==> src/rtl/bridge_cfg_pkg.sv <==
package bridge_cfg_pkg;
  localparam int unsigned DATA_W    = 32;
  localparam int unsigned KEY_W     = 8;
  localparam int unsigned KEY_LSB   = DATA_W - KEY_W;
  localparam logic [KEY_W-1:0] KEY  = 8'hA5;
  localparam int unsigned MODE_W    = 2;

  localparam int unsigned B_SGL     = 9;
  localparam int unsigned B_SWAP    = 8;
  localparam int unsigned B_PUDIS   = 7;
  localparam int unsigned B_SPARE   = 6;
  localparam int unsigned B_MODE_LO = 4;
  localparam int unsigned B_RSTCTL  = 1;
  localparam int unsigned B_DONE    = 0;

  typedef struct packed {
    logic sgl;
    logic swap;
    logic pudis;
    logic spare;
    logic rstctl;
    logic done;
  } ctl_t;

  typedef enum logic [1:0] {
    OP_HOLD  = 2'd0,
    OP_SWRST = 2'd1,
    OP_WRITE = 2'd2
  } op_e;
endpackage

==> src/rtl/bridge_cfg_key_gate.sv <==
module bridge_cfg_key_gate
  import bridge_cfg_pkg::*;
(
  input  logic              wr_en_i,
  input  logic              sw_rst_i,
  input  logic [DATA_W-1:0] wdata_i,
  output op_e               op_o
);
  logic key_ok;
  assign key_ok = (wdata_i[DATA_W-1:KEY_LSB] == KEY);

  // software reset outranks any write
  always_comb begin
    if (sw_rst_i)              op_o = OP_SWRST;
    else if (wr_en_i && key_ok) op_o = OP_WRITE;
    else                       op_o = OP_HOLD;
  end
endmodule

==> src/rtl/bridge_cfg_mode_latch.sv <==
module bridge_cfg_mode_latch
  import bridge_cfg_pkg::*;
(
  input  logic              clk_i,
  input  logic              rst_ni,
  input  logic [MODE_W-1:0] pins_i,
  output logic [MODE_W-1:0] mode_o
);
  logic [MODE_W-1:0] mode_q;

  // tracks the pins while power-on reset is held, frozen afterwards
  always_ff @(posedge clk_i) begin
    if (!rst_ni) mode_q <= pins_i;
  end

  assign mode_o = mode_q;
endmodule

==> src/rtl/bridge_cfg_ctl_core.sv <==
module bridge_cfg_ctl_core
  import bridge_cfg_pkg::*;
(
  input  logic              clk_i,
  input  logic              rst_ni,
  input  op_e               op_i,
  input  logic [DATA_W-1:0] wdata_i,
  input  logic              req_i,
  output ctl_t              ctl_o,
  output logic              ready_o
);
  ctl_t ctl_q, ctl_d, wr_val;

  always_comb begin
    wr_val.sgl    = wdata_i[B_SGL];
    wr_val.swap   = wdata_i[B_SWAP];
    wr_val.pudis  = wdata_i[B_PUDIS];
    wr_val.spare  = wdata_i[B_SPARE];
    wr_val.rstctl = wdata_i[B_RSTCTL];
    wr_val.done   = wdata_i[B_DONE];
  end

  always_comb begin
    ctl_d = ctl_q;
    unique case (op_i)
      OP_SWRST: begin
        ctl_d        = '0;
        ctl_d.rstctl = ctl_q.rstctl;
      end
      OP_WRITE: ctl_d = wr_val;
      default:  ctl_d = ctl_q;
    endcase
  end

  always_ff @(posedge clk_i or negedge rst_ni) begin
    if (!rst_ni) begin
      ctl_q   <= '0;
      ready_o <= 1'b0;
    end else begin
      ctl_q   <= ctl_d;
      ready_o <= req_i;
    end
  end

  assign ctl_o = ctl_q;
endmodule

==> src/rtl/bridge_cfg_reg.sv <==
module bridge_cfg_reg
  import bridge_cfg_pkg::*;
(
  input  logic              clk_i,
  input  logic              rst_ni,
  input  logic              sw_rst_i,
  input  logic              wr_en_i,
  input  logic              rd_en_i,
  input  logic [DATA_W-1:0] wdata_i,
  output logic [DATA_W-1:0] rdata_o,
  output logic              ready_o,
  input  logic [MODE_W-1:0] mode_pins_i,
  output logic              rd_single_buf_o,
  output logic              byte_swap_o,
  output logic              pullup_dis_o,
  output logic              spare_o,
  output logic              rst_ctl_o,
  output logic              init_done_o,
  output logic [MODE_W-1:0] mode_o
);
  op_e               op;
  ctl_t              ctl;
  logic [MODE_W-1:0] mode;

  bridge_cfg_key_gate u_gate (
    .wr_en_i (wr_en_i),
    .sw_rst_i(sw_rst_i),
    .wdata_i (wdata_i),
    .op_o    (op)
  );

  bridge_cfg_mode_latch u_mode (
    .clk_i (clk_i),
    .rst_ni(rst_ni),
    .pins_i(mode_pins_i),
    .mode_o(mode)
  );

  bridge_cfg_ctl_core u_core (
    .clk_i  (clk_i),
    .rst_ni (rst_ni),
    .op_i   (op),
    .wdata_i(wdata_i),
    .req_i  (wr_en_i | rd_en_i),
    .ctl_o  (ctl),
    .ready_o(ready_o)
  );

  always_comb begin
    rdata_o                                = '0;
    rdata_o[B_SGL]                         = ctl.sgl;
    rdata_o[B_SWAP]                        = ctl.swap;
    rdata_o[B_PUDIS]                       = ctl.pudis;
    rdata_o[B_SPARE]                       = ctl.spare;
    rdata_o[B_MODE_LO+MODE_W-1:B_MODE_LO]  = mode;
    rdata_o[B_RSTCTL]                      = ctl.rstctl;
    rdata_o[B_DONE]                        = ctl.done;
  end

  assign rd_single_buf_o = ctl.sgl;
  assign byte_swap_o     = ctl.swap;
  assign pullup_dis_o    = ctl.pudis;
  assign spare_o         = ctl.spare;
  assign rst_ctl_o       = ctl.rstctl;
  assign init_done_o     = ctl.done;
  assign mode_o          = mode;
endmodule

==> config.mk <==
export PLATFORM = sky130hd
export DESIGN_NAME = bridge_cfg_reg
export DESIGN_NICKNAME = d
export VERILOG_FILES = /design/src/rtl/bridge_cfg_pkg.sv /design/src/rtl/bridge_cfg_key_gate.sv /design/src/rtl/bridge_cfg_mode_latch.sv /design/src/rtl/bridge_cfg_ctl_core.sv /design/src/rtl/bridge_cfg_reg.sv
export SDC_FILE = /design/constraint.sdc
export NUM_CORES = 1
export LEC_CHECK = 0
export BUFFER_PORTS_ARGS = -buffer_cell sky130_fd_sc_hd__clkbuf_2
export CAP_MARGIN = 0
export CORE_MARGIN = 1.5
export CORE_UTILIZATION = 33
export CTS_BUF_LIST = sky130_fd_sc_hd__clkbuf_8
export DETAILED_ROUTE_END_ITERATION = 12
export GPL_TIMING_DRIVEN = 0
export PLACE_DENSITY = 0.9
export SYNTH_ARGS = -nofsm -noshare
export SYNTH_HDL_FRONTEND = slang
export SYNTH_HIERARCHICAL = 1
export SYNTH_SLANG_ARGS = --single-unit
==> constraint.sdc <==
create_clock -name clk_i -period 1.1 [get_ports clk_i]
set_clock_uncertainty 0.2 [all_clocks]
set_input_delay 0.165 -clock clk_i [delete_from_list [all_inputs] [get_ports clk_i]]
set_output_delay 0.165 -clock clk_i [all_outputs]
set_load 0.01 [all_outputs]
==> flow_metrics.py <==
metrics = {
    "sta": {
        "drv_slew": 0,
        "holdWs_ns": 0.0418,
        "post-route-period-util": 1.20,
        "setup-tns-final_ns": -2.46,
        "hold_viol": 0,
        "setup_viol": 22,
        "rsz0062_at_grt": "true",
        "min_period_ns": 1.32,
        "finalWorstSetupSlack_ns": -0.223,
        "fmax_mhz": 756,
    },
    "run": {
        "cap_violations": 0,
    },
    "yosys": {
        "async_reset_ff_frac": 0.778,
        "netlist_area_um2": 642,
        "synth.distinct_cells": 14,
        "ys_seq_elements": 9,
        "synth_edf_count": 2,
        "synth_most_common_cell": "buf_4",
        "syn_inst": 70,
        "synth_warnings": 6,
        "synth_top_area_frac": 0.386,
        "synth_area_leaders": "buf_4, dfrtp_1, edfxtp_1, nand2_1, and4bb_1",
        "syn_avg_cell_area_um2": 9.17,
        "seq_area_frac_synth": 0.366,
        "synth_common_cells": "buf_4, nand2_1, dfrtp_1",
        "synth_ff_type": "dfrtp_1",
        "synth_top_area_cell": "buf_4",
    },
    "die": {
        "placementRows": 15,
        "io_pins": 80,
        "die_y_um": 47.1,
        "start_util": 0.360,
        "die_area_mm2": 0.00222,
        "die_w_um": 47.1,
        "core_region_area_mm2": 0.00178,
    },
    "worst_setup_path": {
        "critPathLaunchType": "input port",
        "timing.rr.end": "u_core/ctl_o[0]$_DFFE_PN0P_",
        "arrival_ns": 1.23,
        "crit_slowest_cell": "and4b_2",
        "reg2reg_slack_ns": 0,
        "critPathBufInv": 2,
        "end_kind": "flop",
        "reg2reg_depth": 4,
        "cp_max_fo": 5,
        "critPathKind": "in -> reg",
        "cp.required_ns": 1.01,
        "cp_slowest_stage_delay_ns": 0.27,
        "r2r_start": "u_core/ctl_o[0]$_DFFE_PN0P_",
        "cpLargestDelayFamily": "simple AND/OR/NAND/NOR gates",
        "crit_chain": "clkbuf_2 > and4bb_1 > and4b_2 > ha_4 > buf_6 > nand2_2 > o21ai_1",
    },
    "cts": {
        "ctsHtreeMaxLevel": 1,
        "cts_buffer_depth": 2,
        "clkTransAtPathRegs_ns": 0.04,
        "cts_made_buffers": 3,
        "cts_sinks": 9,
        "cts_tree": "yes",
        "cts_root_buffer": "clkbuf_8",
        "clkLatencyLatePin_ns": 0.23,
    },
    "global_routing": {
        "grt_pass1_wl_mm": 2.17,
        "grt_pass1_vias": 543,
        "antenna_found_initial": 0,
        "grt_max_degree": 8,
        "overflow": 0,
        "grt_usage": 0.148,
    },
    "routing": {
        "drt-initial-drc-count": 6,
        "firstDrtPassIters": 4,
        "final_antenna_net_count": 0,
        "met1_length_um": 595,
        "dr_wl_met2_mm": 1.05,
        "via_per_inst": 3.74,
        "post-route-drc-count": 0,
        "postRouteWirelength_mm": 1.81,
        "vias": 670,
        "routedWlPerCell_um": 10.1,
        "highest_layer": "met4",
        "met3_length_um": 147,
    },
    "power": {
        "finalPower_uw": 976,
        "p_leak_nw": 0.751,
        "power.switching_uw": 230,
        "peakVddDrop_v": 0.000412,
        "power_density_mw_per_mm2": 753,
        "combPwrFrac": 0.262,
        "pwr-share-clk": 0.371,
        "switching_share": 0.236,
        "p_int_uw": 746,
        "seqPwrFrac": 0.367,
    },
    "min_path": {
        "hp-start": "rst_ni",
        "min_path_type": "in -> reg",
        "min_to": "u_mode/mode_o[1]$_DFFE_PN_",
        "hold_path_depth": 2,
    },
    "finish": {
        "drive_gt1_frac": 0.604,
        "nNetsFinal": 196,
        "antenna_cells": 0,
        "finish.utilization": 0.728,
        "postLayoutCellArea_mm2": 0.00130,
        "layoutNonFillerInstCount": 179,
        "syn2layout_area_growth_pct": 102,
    },
    "placed_design": {
        "dpl_cell_area_um2": 951,
        "numPortBuffers": 37,
        "post-place-ws_ns": -0.452,
        "gp_congestion": 0.691,
        "numPlacedInstances": 155,
    },
    "status": {
        "status": "complete, but fails checks",
        "violations": "setup timing",
    },
}
==> kinds of logic (layout without fill, tap and decap cells) <==
family / Yosys count / after routing / share of synthesized area
AOI/OAI and AO/OA: 6 / 6 / 0.0468
DFF: 9 / 9 / 0.366
and+or+nand+nor: 15 / 15 / 0.131
adders and majority gates: 2 / 2 / 0.0390
other: 1 / 24 / 0.00584
buffers and inverters: 37 / 98 / 0.411
==> layout by cell type (no fill, tap or decap), drive strengths merged, types with 2 or more instances in the layout <==
| cell type | count |
|---|---|
| nand2 | 10 |
| inv | 4 |
| dfrtp | 7 |
| ha | 2 |
| edfxtp | 2 |
| clkbuf | 32 |
| and4bb | 2 |
| dlygate4sd3 | 10 |
| o21ai | 6 |
| conb | 24 |
| buf | 51 |
==> layout make-up <==
cell class              count  area [um^2]
plain buffers              34          282
clock buffers               3         41.3
clock inverters             1         3.75
fillers                   148          485
inverters                   3         11.3
multi-input cells          47          277
flip-flops and latches      9          235
well taps                  25         31.3
repair buffers             57          417
==> metal layers <==
metal  up-vias  global-route usage
li1        335                   -
met1       290               0.140
met2        43               0.288
met3         2             0.00385
met4         0               0.122
met5         -                   0
==> how the worst max path moves through the flow <==
| stage | depth (start not counted) | from | endpoint |
|---|---|---|---|
| after floorplan | 6 | sw_rst_i | u_core/ctl_o[5]$_DFFE_PN0P_ |
| after global placement | 7 | sw_rst_i | u_core/ctl_o[5]$_DFFE_PN0P_ |
| after detailed placement | 7 | wdata_i[28] | u_core/ctl_o[3]$_DFFE_PN0P_ |
| after CTS | 7 | wdata_i[25] | u_core/ctl_o[3]$_DFFE_PN0P_ |
| after global routing | 7 | wdata_i[28] | u_core/ctl_o[4]$_DFFE_PN0P_ |
| final | 7 | sw_rst_i | u_core/ctl_o[4]$_DFFE_PN0P_ |
==> sequential cells by signal (all words and copies together) (netlist names) <==
name            count
u_mode/mode_o       2
u_core/ready_o      1
u_core/ctl_o        6
==> worst register-to-register path, stage by stage (launching register included) <==
cell	delay [ns]
dfrtp_1	0.40
buf_4	0.15
buf_4	0.13
nand2_2	0.06
o21ai_1	0.05
==> power groups by stage <==
stage	Combinational, mW	Sequential, mW	Clock (mW)
finish	0.256	0.358	0.362
global route	0.280	0.358	0.397
CTS	0.234	0.357	0.375
detailed placement	0.193	0.362	0
global placement	0.188	0.361	0
floorplan	0.131	0.366	0
==> timing repair <==
action	CTS	global route
hold buffers	11	0
gates cloned	1	0
endpoints found under the setup margin	22	24
hold endpoints to repair	16	0
setup buffers	6	2
pin swaps	2	5
resized for setup	8	29
Note: power is estimated with default switching activity, not from simulation.
